===== src/rtl/rg_pkg.sv =====
package rg_pkg;
  localparam int WORD_W = 32;
  localparam int SEG_W  = 16;
  localparam int CNT_W  = 8;
  localparam int DESC_W = 64;
  localparam int RING_W = 2;
  localparam logic [3:0] TYPE_NARROW = 4'h4;
  localparam logic [3:0] TYPE_WIDE   = 4'hC;

  typedef enum logic [1:0] {
    FLT_NONE   = 2'd0,
    FLT_ABSENT = 2'd1,
    FLT_TYPE   = 2'd2,
    FLT_PRIV   = 2'd3
  } fault_e;

  typedef struct packed {
    logic [SEG_W-1:0]  off_hi;
    logic              present;
    logic [RING_W-1:0] dpl;
    logic              sys_bit;
    logic [3:0]        gtype;
    logic [CNT_W-1:0]  pcount;
    logic [SEG_W-1:0]  sel;
    logic [SEG_W-1:0]  off_lo;
  } gate_t;

  typedef enum logic [3:0] {
    ST_IDLE, ST_CHECK, ST_RD_SP, ST_RD_SS, ST_PU_SS, ST_PU_SP,
    ST_RD_PRM, ST_PU_PRM, ST_PU_CS, ST_PU_IP
  } step_e;

  function automatic logic [WORD_W-1:0] slot_bytes(input logic wide);
    return wide ? WORD_W'(4) : WORD_W'(2);
  endfunction

  function automatic logic [WORD_W-1:0] fit(input logic [WORD_W-1:0] v, input logic wide);
    return wide ? v : {{(WORD_W-SEG_W){1'b0}}, v[SEG_W-1:0]};
  endfunction

  function automatic logic [WORD_W-1:0] sp_sub(input logic [WORD_W-1:0] sp,
                                               input logic [WORD_W-1:0] n,
                                               input logic wide);
    return fit(sp - n, wide);
  endfunction

  function automatic logic [WORD_W-1:0] sp_add(input logic [WORD_W-1:0] sp,
                                               input logic [WORD_W-1:0] n,
                                               input logic wide);
    return fit(sp + n, wide);
  endfunction

  function automatic logic [WORD_W-1:0] tss_sp_off(input logic wide, input logic [RING_W-1:0] r);
    logic [WORD_W-1:0] rr;
    rr = {{(WORD_W-RING_W){1'b0}}, r};
    return wide ? (WORD_W'(4) + (rr << 3)) : (WORD_W'(2) + (rr << 2));
  endfunction

  function automatic logic [WORD_W-1:0] tss_ss_off(input logic wide, input logic [RING_W-1:0] r);
    logic [WORD_W-1:0] rr;
    rr = {{(WORD_W-RING_W){1'b0}}, r};
    return wide ? (WORD_W'(8) + (rr << 3)) : (WORD_W'(4) + (rr << 2));
  endfunction

  // offset of the highest not-yet-copied parameter above the old stack top
  function automatic logic [WORD_W-1:0] prm_off(input logic [CNT_W-1:0] left, input logic wide);
    logic [CNT_W-1:0]  idx;
    logic [WORD_W-1:0] k;
    idx = left - 1'b1;
    k   = {{(WORD_W-CNT_W){1'b0}}, idx};
    return wide ? (k << 2) : (k << 1);
  endfunction

  function automatic logic [WORD_W-1:0] entry_ip(input gate_t g, input logic wide);
    return wide ? {g.off_hi, g.off_lo} : {{(WORD_W-SEG_W){1'b0}}, g.off_lo};
  endfunction

  function automatic fault_e classify(input gate_t g, input logic [RING_W-1:0] cpl);
    if (!g.present) return FLT_ABSENT;
    if (g.sys_bit || (g.gtype != TYPE_NARROW && g.gtype != TYPE_WIDE)) return FLT_TYPE;
    if (cpl > g.dpl) return FLT_PRIV;
    return FLT_NONE;
  endfunction
endpackage


===== src/rtl/rg_gate_decode.sv =====
module rg_gate_decode
  import rg_pkg::*;
(
  input  gate_t               gate,
  input  logic [RING_W-1:0]   cpl,
  output fault_e              verdict,
  output logic                wide,
  output logic [RING_W-1:0]   tgt_ring,
  output logic [WORD_W-1:0]   entry,
  output logic [SEG_W-1:0]    sel,
  output logic [CNT_W-1:0]    pcount,
  output logic                has_params
);
  always_comb begin
    verdict    = classify(gate, cpl);
    wide       = (gate.gtype == TYPE_WIDE);
    tgt_ring   = gate.sel[RING_W-1:0];
    entry      = entry_ip(gate, wide);
    sel        = gate.sel;
    pcount     = gate.pcount;
    has_params = (gate.pcount != '0);
  end
endmodule


===== src/rtl/rg_stack_unit.sv =====
module rg_stack_unit
  import rg_pkg::*;
(
  input  logic              clk,
  input  logic              rst_n,
  input  logic              wide,
  input  logic              load_sp,
  input  logic [WORD_W-1:0] sp_in,
  input  logic              push_ack,
  input  logic              load_cnt,
  input  logic [CNT_W-1:0]  cnt_in,
  input  logic              cnt_dec,
  output logic [WORD_W-1:0] nsp,
  output logic [WORD_W-1:0] push_addr,
  output logic [CNT_W-1:0]  cnt,
  output logic              cnt_last
);
  assign push_addr = sp_sub(nsp, slot_bytes(wide), wide);
  assign cnt_last  = (cnt == CNT_W'(1));

  always_ff @(posedge clk or negedge rst_n) begin
    if (!rst_n) begin
      nsp <= '0;
      cnt <= '0;
    end else begin
      if (load_sp)       nsp <= sp_in;
      else if (push_ack) nsp <= push_addr;
      if (load_cnt)      cnt <= cnt_in;
      else if (cnt_dec)  cnt <= cnt - 1'b1;
    end
  end


  cnt_floor_chk: assert property (@(posedge clk) disable iff (!rst_n)
    cnt_dec |-> (cnt != '0));
endmodule


===== src/rtl/rg_call_gate_seq.sv =====
module rg_call_gate_seq
  import rg_pkg::*;
(
  input  logic              clk,
  input  logic              rst_n,
  input  logic              start,
  input  logic [DESC_W-1:0] gate_desc,
  input  logic [SEG_W-1:0]  cur_cs,
  input  logic [WORD_W-1:0] cur_ip,
  input  logic [SEG_W-1:0]  cur_ss,
  input  logic [WORD_W-1:0] cur_sp,
  input  logic [WORD_W-1:0] tsr_base,
  output logic              mem_req,
  output logic              mem_we,
  output logic              mem_wide,
  output logic [WORD_W-1:0] mem_addr,
  output logic [WORD_W-1:0] mem_wdata,
  input  logic              mem_ready,
  input  logic [WORD_W-1:0] mem_rdata,
  output logic              busy,
  output logic              done,
  output logic              fault,
  output logic [1:0]        fault_code,
  output logic [SEG_W-1:0]  out_cs,
  output logic [WORD_W-1:0] out_ip,
  output logic [SEG_W-1:0]  out_ss,
  output logic [WORD_W-1:0] out_sp
);
  step_e             st;
  gate_t             gate_q;
  logic [SEG_W-1:0]  cs_q, ss_q, new_ss_q;
  logic [WORD_W-1:0] ip_q, sp_q, base_q, prm_q;

  fault_e            verdict;
  logic              wide, has_params;
  logic [RING_W-1:0] tgt_ring;
  logic [WORD_W-1:0] entry;
  logic [SEG_W-1:0]  sel;
  logic [CNT_W-1:0]  pcount;

  logic [WORD_W-1:0] nsp, push_addr;
  logic [CNT_W-1:0]  cnt;
  logic              cnt_last;

  // named internal events
  logic              acc_ok, push_ack, sp_load, cnt_load, cnt_step;
  logic [WORD_W-1:0] tss_sp_addr, tss_ss_addr, prm_addr;

  rg_gate_decode u_dec (
    .gate(gate_q), .cpl(cs_q[RING_W-1:0]), .verdict(verdict), .wide(wide),
    .tgt_ring(tgt_ring), .entry(entry), .sel(sel), .pcount(pcount),
    .has_params(has_params)
  );

  assign acc_ok      = mem_req && mem_ready;
  assign push_ack    = acc_ok && mem_we;
  assign sp_load     = acc_ok && (st == ST_RD_SP);
  assign cnt_load    = (st == ST_CHECK);
  assign cnt_step    = acc_ok && (st == ST_PU_PRM);
  assign tss_sp_addr = base_q + tss_sp_off(wide, tgt_ring);
  assign tss_ss_addr = base_q + tss_ss_off(wide, tgt_ring);
  assign prm_addr    = sp_add(sp_q, prm_off(cnt, wide), wide);
  assign busy        = (st != ST_IDLE);

  rg_stack_unit u_stk (
    .clk(clk), .rst_n(rst_n), .wide(wide),
    .load_sp(sp_load), .sp_in(fit(mem_rdata, wide)),
    .push_ack(push_ack), .load_cnt(cnt_load), .cnt_in(pcount), .cnt_dec(cnt_step),
    .nsp(nsp), .push_addr(push_addr), .cnt(cnt), .cnt_last(cnt_last)
  );

  always_comb begin
    mem_req   = 1'b0;
    mem_we    = 1'b0;
    mem_wide  = wide;
    mem_addr  = '0;
    mem_wdata = '0;
    unique case (st)
      ST_RD_SP:  begin mem_req = 1'b1; mem_addr = tss_sp_addr; end
      ST_RD_SS:  begin mem_req = 1'b1; mem_wide = 1'b0; mem_addr = tss_ss_addr; end
      ST_RD_PRM: begin mem_req = 1'b1; mem_addr = prm_addr; end
      ST_PU_SS:  begin
        mem_req = 1'b1; mem_we = 1'b1; mem_addr = push_addr;
        mem_wdata = {{(WORD_W-SEG_W){1'b0}}, ss_q};
      end
      ST_PU_SP:  begin
        mem_req = 1'b1; mem_we = 1'b1; mem_addr = push_addr;
        mem_wdata = fit(sp_q, wide);
      end
      ST_PU_PRM: begin
        mem_req = 1'b1; mem_we = 1'b1; mem_addr = push_addr;
        mem_wdata = prm_q;
      end
      ST_PU_CS:  begin
        mem_req = 1'b1; mem_we = 1'b1; mem_addr = push_addr;
        mem_wdata = {{(WORD_W-SEG_W){1'b0}}, cs_q};
      end
      ST_PU_IP:  begin
        mem_req = 1'b1; mem_we = 1'b1; mem_addr = push_addr;
        mem_wdata = fit(ip_q, wide);
      end
      default: ;
    endcase
  end

  always_ff @(posedge clk or negedge rst_n) begin
    if (!rst_n) begin
      st         <= ST_IDLE;
      gate_q     <= '0;
      cs_q       <= '0;
      ip_q       <= '0;
      ss_q       <= '0;
      sp_q       <= '0;
      base_q     <= '0;
      new_ss_q   <= '0;
      prm_q      <= '0;
      done       <= 1'b0;
      fault      <= 1'b0;
      fault_code <= '0;
      out_cs     <= '0;
      out_ip     <= '0;
      out_ss     <= '0;
      out_sp     <= '0;
    end else begin
      done  <= 1'b0;
      fault <= 1'b0;
      unique case (st)
        ST_IDLE: if (start) begin
          gate_q <= gate_t'(gate_desc);
          cs_q   <= cur_cs;
          ip_q   <= cur_ip;
          ss_q   <= cur_ss;
          sp_q   <= cur_sp;
          base_q <= tsr_base;
          st     <= ST_CHECK;
        end
        ST_CHECK: if (verdict != FLT_NONE) begin
          fault      <= 1'b1;
          fault_code <= verdict;
          st         <= ST_IDLE;
        end else begin
          st <= ST_RD_SP;
        end
        ST_RD_SP: if (acc_ok) st <= ST_RD_SS;
        ST_RD_SS: if (acc_ok) begin
          new_ss_q <= mem_rdata[SEG_W-1:0];
          st       <= ST_PU_SS;
        end
        ST_PU_SS: if (acc_ok) st <= ST_PU_SP;
        ST_PU_SP: if (acc_ok) st <= has_params ? ST_RD_PRM : ST_PU_CS;
        ST_RD_PRM: if (acc_ok) begin
          prm_q <= fit(mem_rdata, wide);
          st    <= ST_PU_PRM;
        end
        ST_PU_PRM: if (acc_ok) st <= cnt_last ? ST_PU_CS : ST_RD_PRM;
        ST_PU_CS: if (acc_ok) st <= ST_PU_IP;
        ST_PU_IP: if (acc_ok) begin
          out_cs <= sel;
          out_ip <= entry;
          out_ss <= new_ss_q;
          out_sp <= push_addr;
          done   <= 1'b1;
          st     <= ST_IDLE;
        end
        default: st <= ST_IDLE;
      endcase
    end
  end


  req_hold_chk: assert property (@(posedge clk) disable iff (!rst_n)
    (mem_req && !mem_ready) |=> (mem_req && $stable(mem_addr) && $stable(mem_we)
                                 && $stable(mem_wdata) && $stable(mem_wide)));

  idle_quiet_chk: assert property (@(posedge clk) disable iff (!rst_n)
    !busy |-> !mem_req);

  pulse_excl_chk: assert property (@(posedge clk) disable iff (!rst_n)
    !(done && fault));

  done_once_chk: assert property (@(posedge clk) disable iff (!rst_n)
    done |=> !done);

  fault_once_chk: assert property (@(posedge clk) disable iff (!rst_n)
    fault |=> !fault);

  out_hold_chk: assert property (@(posedge clk) disable iff (!rst_n)
    !done |-> ($stable(out_cs) && $stable(out_ip) && $stable(out_ss) && $stable(out_sp)));

  fault_code_chk: assert property (@(posedge clk) disable iff (!rst_n)
    fault |-> (fault_code != 2'd0));
endmodule


===== config.mk =====
export PLATFORM = sky130hd
export DESIGN_NAME = rg_call_gate_seq
export DESIGN_NICKNAME = d
export VERILOG_FILES = /design/src/rtl/rg_pkg.sv /design/src/rtl/rg_gate_decode.sv /design/src/rtl/rg_stack_unit.sv /design/src/rtl/rg_call_gate_seq.sv
export SDC_FILE = /design/constraint.sdc
export NUM_CORES = 1
export LEC_CHECK = 0
export BUFFER_PORTS_ARGS = -buffer_cell sky130_fd_sc_hd__buf_2
export CELL_PAD_IN_SITES_DETAIL_PLACEMENT = 1
export CELL_PAD_IN_SITES_GLOBAL_PLACEMENT = 1
export CORE_UTILIZATION = 48
export CTS_BUF_LIST = sky130_fd_sc_hd__clkbuf_2 sky130_fd_sc_hd__clkbuf_4 sky130_fd_sc_hd__clkbuf_8
export DETAILED_ROUTE_END_ITERATION = 16
export PLACE_DENSITY_LB_ADDON = 0.15
export SYNTH_ARGS = -nofsm -noshare
export SYNTH_HDL_FRONTEND = slang
export SYNTH_SLANG_ARGS = --single-unit

===== constraint.sdc =====
create_clock -name clk -period 4.8 [get_ports clk]
set_input_delay 0.24 -clock clk [delete_from_list [all_inputs] [get_ports clk]]
set_output_delay 0.24 -clock clk [all_outputs]
set_load 0.05 [all_outputs]

======== Word level (Yosys, flattened, before mapping) ========
Cells that the tools add are included.
storage, ports and cells
  flip-flop bits (word level) ............. 384
  bits of input ports ..................... 228
  output and inout port bits .............. 168
  word-level logic and storage cells ...... 124
operators by class
  $add $sub $neg .......................... 9
  order comparisons ....................... 1
  equality and inequality tests ........... 22
  muxes and demuxes ....................... 47
  reductions and logical operators ........ 20
operator list
  kind                                                                    number
  32-bit 2-to-1 mux                                                       8
  32-bit case mux with 5 select lines                                     1
  32-bit case mux with 4 select lines                                     1
  32-bit by 6-bit adder with 32-bit output                                2
  4-bit 2-to-1 mux                                                        11
  4-bit case mux with 10 select lines                                     1
  32-bit by 10-bit adder with 32-bit output                               1
  32-bit subtractor                                                       1
  2-bit != test (second input constant)                                   9
  4-bit by 3-bit equality test with 1-bit output (second input constant)  4
  8-bit 2-to-1 mux                                                        2
  2-bit 2-to-1 mux                                                        7
  4-bit equality test (second input constant)                             3
  1-bit 2-to-1 mux                                                        12
  6-bit 2-to-1 mux                                                        2
  10-bit 2-to-1 mux                                                       1
  2-bit AND reduction                                                     5
  9-bit AND reduction                                                     1
  4-bit by 2-bit equality test with 1-bit output (second input constant)  2
  8-bit by 1-bit equality test with 1-bit output (second input constant)  1
  8-bit nonzero test                                                      1
  8-bit OR reduction                                                      1
  8-bit by 1-bit subtractor with 8-bit output (second input constant)     1
  3-bit by 5-bit adder with 6-bit output (first input constant)           1
  14 further kinds                                                        20

======== Logic depth before layout (Yosys ltp) ========
Gate-level depths: netlist of the first run.
  depth in word-level cells ............... 13
  depth in mapped cells ................... 15
  mapped depth without buffers ............ 14

======== Cells and area by module ========
Synthesis of the first run repeated with hierarchy kept, for this count alone.
second synthesis, totals
  cells, all modules ...................... 1706
  area total of the unflattened synthesis .. 20006.7 um^2
modules (own cells, without submodules)
  module            instances  cells each  area each (um^2)  seq. area each (um^2)
  rg_call_gate_seq  1          1270        16502.1           8608.3
  rg_stack_unit     1          359         2962.8            1001.0
  rg_gate_decode    1          77          541.8             0.0

======== Worst setup path before layout of the first run ========
Ideal clock, no wire load.
  path type ............................... reg2out
  start ................................... register u_stk.cnt[0]
  end ..................................... output mem_addr[21]
  arrival ................................. 3.921 ns
  data required time ...................... 4.560 ns
  path slack .............................. 0.639 ns
  cell stages (with the launch flop) ...... 16
  path buffers ............................ 1
  path through ............................ dfrtp_1 -> inv_1 -> ha_1 -> nor2b_1 -> nand2_1 -> nor2_1 -> xnor2_1 -> a21oi_1 -> ha_1 -> clkbuf_1 -> nand4_1 -> a2111oi_4 -> nor2_1 -> nor3_1 -> xnor2_1 -> o21ai_0
between the ends
  cells in the longest elaborated chain, start to end .. 5
RTL lines
  what                                         line                    RTL
  start, declared                              rg_stack_unit.sv:15     output logic [CNT_W-1:0] cnt,
  start signal, assigned                       rg_stack_unit.sv:28     if (load_cnt) cnt <= cnt_in;
  start signal, assigned                       rg_stack_unit.sv:29     else if (cnt_dec) cnt <= cnt - 1'b1;
  8-bit by 1-bit subtractor with 8-bit output  rg_pkg.sv:69            idx = left - 1'b1;
  10-bit 2-to-1 mux                            rg_pkg.sv:71            return wide ? (k << 2) : (k << 1);
  32-bit by 10-bit adder with 32-bit output    rg_pkg.sv:50            return fit(sp + n, wide);
  32-bit 2-to-1 mux                            rg_pkg.sv:38            return wide ? v : {{(WORD_W-SEG_W){1'b0}}, v[SEG_W-1:0]};
  32-bit case mux with 4 select lines          rg_call_gate_seq.sv:78  unique case (st)
  end, declared                                rg_call_gate_seq.sv:16  output logic [WORD_W-1:0] mem_addr,
Every way passes these cells.

======== Worst setup path in the final report of the first run ========
  start ................................... register gate_q[40] in the netlist's numbering
  end ..................................... output mem_addr[31]
between the ends
  cells in the longest elaborated chain, start to end .. 5
  elaborated cells between the ends (all ways) .. 12
  those cells by class .................... add/sub (4); eq/ne (1); mux (7)
RTL lines
  what                                                                                   line                        RTL
  start, declared                                                                        rg_call_gate_seq.sv:30      gate_t gate_q;
  start signal, assigned                                                                 rg_call_gate_seq.sv:129     gate_q <= gate_t'(gate_desc);
  4-bit equality test *                                                                  rg_gate_decode.sv:16        wide = (gate.gtype == TYPE_WIDE);
  3-bit 2-to-1 mux / 10-bit 2-to-1 mux (equally long branches)                           rg_pkg.sv:34, rg_pkg.sv:71
  32-bit subtractor / 32-bit by 10-bit adder with 32-bit output (equally long branches)  rg_pkg.sv:44, rg_pkg.sv:50
  32-bit 2-to-1 mux                                                                      rg_pkg.sv:38
  32-bit case mux with 4 select lines *                                                  rg_call_gate_seq.sv:78
Every way passes the cells marked *; elsewhere a longest branch is shown, timed or not.

==> metrics.txt, run 1 <==
status finished, final reports clean; Synth async-reset ratio between 90% and 100%; Setup Skew roughly 0.030 ns; post-route cell area 0.02481 mm^2; total CTS buffers 69; DR vias 16555; Worst EP arrival 4.32 ns; Routed Wire Length 74140 um; CTS tree built; Routed Antenna Nets 0; Cells after DPL between 2000 and 2500; I/O Pins 396; Crit path depth 12; Worst R2R Setup Slack around 1.3 ns; Buf+Inv Stages, Crit Path 2; Final Hold Fails 0; hold crit path type in2async; Worst setup EP type output pin; nets 2475; number of enable flip-flop cells after synthesis 0; WL/cell 26.69 um; Mapped Area 0.01869 mm^2; leak pwr 11.59 nW; minimum clock period 4.563 ns; H-tree depth 3; Rel. slew slack 24.48%; wire length of the first global-routing pass approximately 110000 um; final slew viol count 0; Critical Path RT 4.56 ns; worst r2r dst u_stk.nsp[19]$_DFFE_PN0P_; Synth Instances 1601; gr usage total 38.21%; dpl cell area 0.02117 mm^2; synth warn 0; fin worst setup slack 0.2371 ns; DR iter-0 viols 1264; number of global-route vias before repair 18300; Seq cells post-synth 384; final worst path period share 95.06%; DIE WIDTH ~200 um; grt met3 use 7.814%; Avg Cell Area, Syn 11.67 um^2; I/O Buffers 395; Reg clk slew, reported paths roughly 0.060 ns; highest-delay cell along the critical path or3_4; busiest grt layer met2; clock buffer depth 3; Final setup violation count 0; initial antenna violation count 8; Cell Pwr Density about 700 mW/mm^2; Max Cap Viol 0; worst reg2reg path startpoint gate_q[40]$_DFFE_PN0P_; CP Launch Point gate_q[40]$_DFFE_PN0P_; Die Height about 200 um; P&R area growth vs syn 32.77%; pre-CTS setup slack 0.6961 ns; clk sinks 384; post-DR vias/cell 5.959; Std-Cell Rows 71; root buffer cell clkbuf_8; final std cells w/o fill 2778; RD Place Congestion 0.9197; Worst-Margin Slew between 1 and 1.5 ns; worst-path maximum fanout 32; worst vdd ir ~360 uV; Post-synth top flop dfrtp_1; CP peak stage delay 0.40 ns; core footprint between 0.03 and 0.04 mm^2; total grt overflow 0; DRC viols 0; full die area 0.03973 mm^2; CP Launch Type flop; detailed placer's ending HPWL approximately 46000 um; CP endpoint mem_addr[31]; RSZ-0062 raised after global routing false; CP top delay family simple AND/OR/NAND/NOR gates; syn nets roughly 1900; TritonRoute pass-1 iters 7; Worst R2R Path Depth 11; number of unique standard cell types used by synthesis between 70 and 80; Seq/Total Area, Yosys roughly half; largest net degree at the start of global routing 110; TNS Setup 0 ns; Final Hold Slack 0.2537 ns; Initial Util 49.15%; grt met2 use between 60 and 70%; clock insertion delay at the later pin of the skew report 0.64 ns; met1 global-route usage 48.62%; CP cell instances nor2_1 > nand3_4 > buf_6 > ha_1 > fa_1 > nor3b_1 > nand4b_2 > or3_1 > or3_4 > xnor2_1 > o221ai_1 > buf_2; layout cells sized above 1 37.63%; FMAX 219.2 MHz; CP Class reg2out
cells by family after synthesis:
logic type      synth area share (%)
flops                          51.42
xor+xnor                       4.030
compound gates                 13.12
simple gates                   9.835
buf+inv                        2.845
fa+ha+maj                      1.861
mux                            16.90
worst reg2reg max path, cell delays in order (launching register included):
cell and delay [ns]:
dfrtp_1 0.37, nor2_1 0.08, nand3_4 0.18, buf_6 0.33
ha_1 0.30, fa_1 0.27, nor3b_1 0.33, nand2b_1 0.29
nand2b_1 0.32, nor4_1 0.31, o21ai_0 0.17, a2111oi_2 0.42
routing by layer:
metal,vias to the layer above,routed length (um)
li1,7108,-
met1,8495,29770
met2,758,35780
met3,192,5479
met4,2,3101
met5,-,12
report_power, final:
group	internal, mW	switching [mW]	leakage [nW]
combinational	2.97	5.30	6.11
sequential	4.54	1.43	4.78
clock	1.68	1.46	0.690
total	9.19	8.19	11.6
worst min-delay path by stage:
stage	cells after the start	endpoint
floorplan	0	base_q[0]$_DFFE_PN0P_
global placement	1	gate_q[18]$_DFFE_PN0P_
detailed placement	1	done$_DFF_PN0_
CTS	2	out_cs[2]$_DFFE_PN0P_
global route	2	out_cs[2]$_DFFE_PN0P_
finish	2	done$_DFF_PN0_
flip-flops by register name, summed over array words and instances, names as in the netlist:
signal and cells:
out_cs 16, prm_q 32, fault 1, out_ss 16
out_sp 32, cs_q 16, ss_q 16, ip_q 32
gate_q 64, new_ss_q 16, u_stk.nsp 32, st 4
u_stk.cnt 8, sp_q 32, done 1, fault_code 2
out_ip 32, base_q 32
cell type report:
type                            count  area [um^2]
Inverter                           29        112.6
Clock buffer                       98         1217
Antenna cell                        8        20.02
Timing Repair Buffer              647         4488
Clock inverter                     11        97.59
Sequential cell                   384         9609
Multi-Input combinational cell   1090         8630
Fill cell                        3974        13210
Tap cell                          511        639.4
cells in the final DEF, fill, tap and decap left out, drive strengths merged, types with 7 or more instances in the layout:
cell type / instances
or4: 8
inv: 30
nand2: 137
nor4: 13
diode: 8
and3: 14
nand3: 20
a222oi: 18
a21oi: 37
a221o: 8
a22oi: 39
a21o: 8
o21a: 9
or3: 9
o211ai: 13
clkbuf: 100
dlygate4sd3: 225
buf: 420
o21ai: 92
and2: 7
mux2: 276
o221ai: 31
a22o: 37
xnor2: 50
nor2: 72
nand4: 14
dfrtp: 384
ha: 23
xor2: 36
nand2b: 12
nor3: 29
per-stage QoR:
| step | util, % | power, mW |
|---|---|---|
| final | 65.26 | 17.38 |
| after global routing | 65.26 | 18.21 |
| after CTS | 65.07 | 16.92 |
| after detailed placement | 55.68 | 13.63 |
| after global placement | 55.68 | 13.35 |
| after floorplan | - | 11.13 |
timing repair:
| action | in CTS | in global routing |
|---|---|---|
| gates cloned | 0 | 0 |
| resized for setup | 1 | 12 |
| pin swaps | 0 | 1 |
| buffers inserted | 0 | 1 |
| endpoints found under the hold margin | 371 | 0 |
| hold buffers | 225 | 0 |
| endpoints found under the setup margin | 4 | 20 |
synthesized netlist by cell type, types with 14 or more instances:
cell	n	area share, %
nand2_1	137	2.8
xor2_1	36	1.7
a22o_1	37	1.7
a21oi_1	37	0.99
inv_1	29	0.58
o221ai_1	30	1.4
mux2_2	276	17
o21ai_0	90	2.4
nor3_1	25	0.67
buf_2	26	0.70
clkbuf_1	66	1.3
nand3_1	20	0.54
and3_1	14	0.47
dfrtp_1	384	51
xnor2_1	50	2.3
a22oi_1	38	1.5
a222oi_1	18	0.96
nor2_1	72	1.4
ha_1	23	1.5
Power figures use the tool's default switching activity.
==> run 2, diff against run 1 <==
--- a/config.mk
+++ b/config.mk
@@ -8,7 +8,8 @@
 export BUFFER_PORTS_ARGS = -buffer_cell sky130_fd_sc_hd__buf_2
 export CELL_PAD_IN_SITES_DETAIL_PLACEMENT = 1
 export CELL_PAD_IN_SITES_GLOBAL_PLACEMENT = 1
-export CORE_UTILIZATION = 48
+export CORE_MARGIN = 5
+export CORE_UTILIZATION = 45
 export CTS_BUF_LIST = sky130_fd_sc_hd__clkbuf_2 sky130_fd_sc_hd__clkbuf_4 sky130_fd_sc_hd__clkbuf_8
 export DETAILED_ROUTE_END_ITERATION = 16
 export PLACE_DENSITY_LB_ADDON = 0.15
==> constraint.sdc (replaced) <==
create_clock -name clk -period 4.9 [get_ports clk]
set_input_delay 0.245 -clock clk [delete_from_list [all_inputs] [get_ports clk]]
set_output_delay 0.245 -clock clk [all_outputs]
set_load 0.05 [all_outputs]
==> run 2 against run 1 <==
  * Global-route usage decreased by 6.5 points
  * Critical endpoint is now mem_addr[21]
  * Total power decreased by 1.3%
  * Clock power increased by 7.0%
  * Final cell count increased by 1.2%
  * Worst hold slack improved by 0.018 ns
  * Count of clock-buffer cells in the layout increased by 8
  * Cell area increased by 0.88%
  * Utilization decreased by 4.1 points
==> metrics.txt, run 2 (synthesis results as in run 1) <==
CP Launch Point u_stk.cnt[0]$_DFFE_PN0P_; total CTS buffers 69; Comb pwr share between 40% and 50%; wire length of the first global-routing pass 110500 um; full die area 0.04571 mm^2; most frequent cells in the layout 392 x buf_2, 384 x dfrtp_1, 276 x mux2_2; P_sw between 7 and 8 mW; total grt overflow 0; Critical Path RT ~4.7 ns; Final setup violation count 0; Max Cap Viol 0; leak pwr 11.68 nW; H-tree depth 3; CP Class reg2out; nets 2473; DIE WIDTH 213.8 um; final worst path period share around 95%; dpl cell area 0.02118 mm^2; worst reg2reg path startpoint gate_q[41]$_DFFE_PN0P_; most common cell after layout, fill and taps aside buf_2; CP Launch Type flop; Routed Antenna Nets 0; worst r2r dst u_stk.nsp[20]$_DFFE_PN0P_; Std-Cell Rows 74; FMAX about 210 MHz; initial antenna violation count 11; detailed placer's ending HPWL 47960 um; Final Hold Slack 0.2716 ns; worst-path maximum fanout 7; RD Place Congestion 0.9153; Final Hold Fails 0; root buffer cell clkbuf_8; number of global-route vias before repair 17964; Initial Util 45.67%; DRC viols 0; DR vias 16377; clock insertion delay at the later pin of the skew report 0.66 ns; Most flops, register gate_q; worst vdd ir 311.9 uV; I/O Buffers 395; clock network power share 19.5%; Reg clk slew, reported paths 0.06 ns; highest-delay cell along the critical path a221o_1; post-route cell area 0.02503 mm^2; CP cell instances inv_1 > ha_1 > nor2b_1 > nand2_1 > nor2_1 > xnor2_1 > mux2i_1 > ha_1 > a21o_1 > a221o_1 > nor2_2 > nor3_1 > xnor2_1 > o21ai_0 > clkbuf_4; post-DR vias/cell 5.828; Net Sw Frac 46.08%; minimum clock period 4.675 ns; largest net degree at the start of global routing between 100 and 150; Routed Wire Length 73650 um; Cell Pwr Density 685.1 mW/mm^2; Power Internal between 9 and 10 mW; Rel. slew slack 27.03%; P&R area growth vs syn 33.94%; clock buffer depth 3; gr usage total a little under a third; TritonRoute pass-1 iters 8; filler cell count 4305; Setup Skew 0.04535 ns; core footprint slightly above 0.04 mm^2; hold crit path type in2async; layout cells sized above 1 37.76%; WL/cell 26.21 um; CP peak stage delay between 0.4 and 0.5 ns; max reg flops 64; CTS tree built; Worst EP arrival 4.43 ns; Worst setup EP type output pin; I/O Pins 396; status finished, final reports clean; part of the power in registers 33.8%; Worst R2R Setup Slack 1.38 ns; Pwr Total 17.15 mW; clk sinks 384; Worst R2R Path Depth 10; DR iter-0 viols ~1400; Worst-Margin Slew 1.091 ns; Die Height 213.8 um; final slew viol count 0
## run 2: stage by stage
step / TNS [ns] / std cells / setup WS, ns / utilization, %
6_report: 0 / 2810 / 0.2251 / 61.17
5_1_grt: -0.01006 / 2809 / -0.007026 / 61.16
4_1_cts: 0 / 2796 / 0.08304 / 60.95
3_5_place_dp: 0 / 2452 / 0.7545 / 51.76
3_3_place_gp: 0 / 2452 / 0.8558 / 51.76
2_1_floorplan: 0 / 1601 / 0.7338 / -
## run 2: routing by layer
metal / GRT usage, % / wire length [um] / vias up
met5: 0 / 14 / -
met4: 13.73 / 3343 / 2
met3: 7.637 / 5391 / 200
met2: 51.77 / 35400 / 732
met1: 40.60 / 29500 / 8316
li1: - / - / 7127
## run 2: timing repair
action                                  4_1_cts  5_1_grt
hold buffers                                225        0
endpoints found under the setup margin        0       22
resized for setup                             0        9
hold endpoints to repair                    373        0
buffers inserted                              0        3
## run 2: how the worst max path moves through the flow
| stage | endpoint | cells past startpoint |
|---|---|---|
| after floorplan | mem_addr[21] | 15 |
| after global placement | mem_addr[10] | 14 |
| after detailed placement | mem_addr[27] | 14 |
| after CTS | mem_addr[27] | 14 |
| after global routing | mem_addr[29] | 16 |
| final | mem_addr[21] | 15 |
## run 2: cell type report
| type | instances | area [um^2] | area share (%) |
|---|---|---|---|
| clock buffers | 106 | 1378 | 5.503 |
| inverters | 29 | 112.6 | 0.4498 |
| clock inverters | 13 | 133.9 | 0.5348 |
| diodes | 11 | 27.53 | 0.1100 |
| repair buffers | 645 | 4498 | 17.97 |
| flip-flops and latches | 384 | 9609 | 38.39 |
| well taps | 532 | 665.6 | 2.659 |
| multi-input cells | 1090 | 8608 | 34.39 |
## run 2: power groups by stage
stage	clock network (mW)	logic [mW]	registers [mW]
final	3.35	8.00	5.80
after global routing	3.56	8.54	5.91
after CTS	3.36	7.81	5.68
after detailed placement	0	7.62	5.72
after global placement	0	7.41	5.64
after floorplan	0	5.21	5.70
## run 2: worst max-delay path, delay by kind of cell, from the launching register on
| family | cells | cell delay, ns |
|---|---|---|
| and+or+nand+nor | 5 | 0.85 |
| AOI/OAI and AO/OA | 3 | 1.00 |
| xor gates and xnor gates | 2 | 0.36 |
| buffers and inverters | 2 | 0.43 |
| adders and majority gates | 2 | 0.56 |
| muxes | 1 | 0.17 |
| DFF | 1 | 0.44 |
==> run 3, diff against run 2 <==
--- a/config.mk
+++ b/config.mk
@@ -9,10 +9,11 @@
 export CELL_PAD_IN_SITES_DETAIL_PLACEMENT = 1
 export CELL_PAD_IN_SITES_GLOBAL_PLACEMENT = 1
 export CORE_MARGIN = 5
-export CORE_UTILIZATION = 45
+export CORE_UTILIZATION = 46
 export CTS_BUF_LIST = sky130_fd_sc_hd__clkbuf_2 sky130_fd_sc_hd__clkbuf_4 sky130_fd_sc_hd__clkbuf_8
 export DETAILED_ROUTE_END_ITERATION = 16
 export PLACE_DENSITY_LB_ADDON = 0.15
 export SYNTH_ARGS = -nofsm -noshare
 export SYNTH_HDL_FRONTEND = slang
+export SYNTH_HIERARCHICAL = 1
 export SYNTH_SLANG_ARGS = --single-unit
==> run 3 against run 2 <==
  * Sequential power fell by 5.2%
  * Global-route usage decreased by 0.63 points
  * Critical path depth decreased by 1
  * Sequential cell count did not move
  * Total power down 8.3%
  * Via count shrank 0.92%
  * Area after synthesis grew 7.0%
  * Fmax decreased by 0.86%
  * Utilization fell by 1.3 points
  * Register-to-register slack gained 0.11 ns
  * Non-clock buffer count shrank 9
  * Worst setup slack got worse by 0.041 ns
  * Critical path type unchanged
==> metrics.txt, run 3 <==
most common cell after layout, fill and taps aside buf_2; syn nets 1959; post-route cell area 0.02578 mm^2; worst-path maximum fanout 32; DR iter-0 viols 856; hold crit path type in2reg; DR vias 16226; CP Launch Point gate_q[41]$_DFFE_PN0P_; Die Height 218.6 um; CP top delay family compound AO/OA/AOI/OAI gates; FMAX around 210 MHz; worst reg2reg path startpoint st[3]$_DFFE_PN0P_; Worst setup EP type output pin; highest-delay cell along the critical path a2111oi_2; Initial Util 46.44%; I/O Pins 396; Worst EP arrival about 4.5 ns; Seq/Total Area, Yosys 48.03%; total CTS buffers 70; top cells by count, synth 384 x dfrtp_1, 262 x mux2_2, 122 x nand2_1; Synth Instances approximately 1700; sequential cell area approximately 0.0096 mm^2; Reg clk slew, reported paths ~0.070 ns; Hold Path End prm_q[20]$_DFFE_PN0P_; TritonRoute pass-1 iters 5; top post-synthesis cells by area dfrtp_1 48%, mux2_2 15%, mux2_4 2.9%, mux2_1 2.9%, xor2_1 2.6%; WL/cell 25.71 um; initial antenna violation count 9; Cells after DPL 2567; total grt overflow 0; layout cells sized above 1 38.17%; min-delay src mem_rdata[20]; gr usage total a little under a third; number of unique standard cell types used by synthesis between 80 and 90; core footprint roughly 0.043 mm^2; synth warn 6; filler cell count 4573; full die area around 0.048 mm^2; CTS tree built; Worst R2R Setup Slack 1.49 ns; minimum clock period about 4.7 ns; number of enable flip-flop cells after synthesis 0; Seq cells post-synth 384; Avg Cell Area, Syn about 12 um^2; Power Internal 8.633 mW; worst vdd ir 669.9 uV; nets 2527; Final Util between 50 and 60%; Comb pwr share 44.2%; Multi-input gate area between 0.009 and 0.01 mm^2; Pwr Total 15.72 mW; Setup Skew 0.03247 ns; most frequent cells in the layout 394 x buf_2, 384 x dfrtp_1, 262 x mux2_2; Max Cap Viol 0; P_sw 7.089 mW; H-tree depth 3; final std cells w/o fill 2912; Final Hold Fails 0; hold path cells 3; P&R area growth vs syn 28.84%; Final setup violation count 0; CP cell instances nor2_2 > and3_2 > buf_4 > nor2_1 > ha_1 > inv_1 > fa_1 > nor2b_1 > o2111ai_2 > a2111oi_2 > xor2_1 > a22oi_1 > o21ai_0 > buf_2; dpl cell area 0.02208 mm^2; final worst path period share 96.23%; number of global-route vias before repair 18175; CP Class reg2out; Routed Wire Length between 70000 and 80000 um; pre-CTS setup slack around 0.83 ns; TNS Setup 0 ns; Synth area leader dfrtp_1; Most flops, register gate_q; Worst-Margin Slew 1.275 ns; part of the power in registers 35.0%; Net Sw Frac 45.09%; CP peak stage delay 0.44 ns; Critical Path RT 4.66 ns; post-DR vias/cell 5.572; Synth async-reset ratio 100.0%; fin worst setup slack 0.1845 ns; status finished, final reports clean; root buffer cell clkbuf_8; RD Place Congestion 0.8999; Routed Antenna Nets 0; largest net degree at the start of global routing 129; Mapped Area 0.02001 mm^2; leak pwr 12.29 nW; count leader, synth dfrtp_1; I/O Buffers 395; clock insertion delay at the later pin of the skew report 0.66 ns; Final Hold Slack 0.05080 ns; max reg flops 64; Buf+Inv Stages, Crit Path 3; Cell Pwr Density 609.9 mW/mm^2; Synth top area share between 40% and 50%; Std-Cell Rows 76; worst r2r dst u_stk/nsp[20]$_DFFE_PN0N_; clock network power share 20.8%; wire length of the first global-routing pass 113000 um; final slew viol count 0; clock buffer depth 3; clk sinks around 380; Crit path depth 14; RSZ-0062 raised after global routing false; detailed placer's ending HPWL 49510 um; Post-synth top flop dfrtp_1; CP Launch Type flop; Rel. slew slack 14.56%; Worst R2R Path Depth 6; DRC viols 0; DIE WIDTH about 220 um
## run 3: final cells by class
type | count | area share [%]
Inverter | 31 | 0.4514
Sequential cell | 384 | 37.28
Antenna cell | 3 | 0.02912
Timing Repair Buffer | 636 | 17.08
Tap cell | 585 | 2.840
Multi-Input combinational cell | 1151 | 36.58
Clock inverter | 9 | 0.2718
Clock buffer | 113 | 5.475
## run 3: worst max-delay path by stage
stage | end | slack (ns)
global route | mem_addr[16] | 0.01
global placement | mem_addr[10] | 0.96
detailed placement | mem_addr[10] | 0.83
CTS | mem_addr[10] | 0.08
floorplan | mem_addr[25] | 0.40
finish | mem_addr[15] | 0.18
## run 3: per-layer routing
layer	GRT usage [%]	share of wire (%)	vias up	wire, um
met5	0	0.047	-	35
met4	15.16	5.3	6	3949
met3	7.148	5.6	187	4222
met2	54.19	50	550	37650
met1	36.21	39	8247	29010
li1	-	-	7236	-
## run 3: repair_timing
| action | 4_1_cts | 5_1_grt |
|---|---|---|
| endpoints found under the setup margin | 0 | 15 |
| hold buffers | 217 | 0 |
| hold endpoints to repair | 314 | 0 |
| resized for setup | 0 | 5 |
| setup buffers | 0 | 3 |
## run 3: tightest hold or removal path, stage by stage
cell	delay (ns)
buf_2	0.07
and2_1	0.17
mux2_2	0.16
## run 3: kinds of logic after synthesis
kind of cell / count (synthesis) / share of synthesized area [%]
AO/OA/AOI/OAI: 267 / 8.974
XOR/XNOR: 106 / 4.678
adder cells (fa/ha/maj): 25 / 1.676
buffers and inverters: 171 / 4.991
flip-flops: 384 / 48.03
multiplexers: 365 / 21.19
AND/OR/NAND/NOR: 388 / 10.46
## run 3: power by group through the flow
| stage | clock, mW | combinational, mW | sequential, mW |
|---|---|---|---|
| 6_report | 3.28 | 6.95 | 5.50 |
| 5_1_grt | 3.51 | 7.39 | 5.61 |
| 4_1_cts | 3.31 | 6.82 | 5.41 |
| 3_5_place_dp | 0 | 6.63 | 5.46 |
| 3_3_place_gp | 0 | 6.48 | 5.38 |
| 2_1_floorplan | 0 | 5.05 | 5.03 |
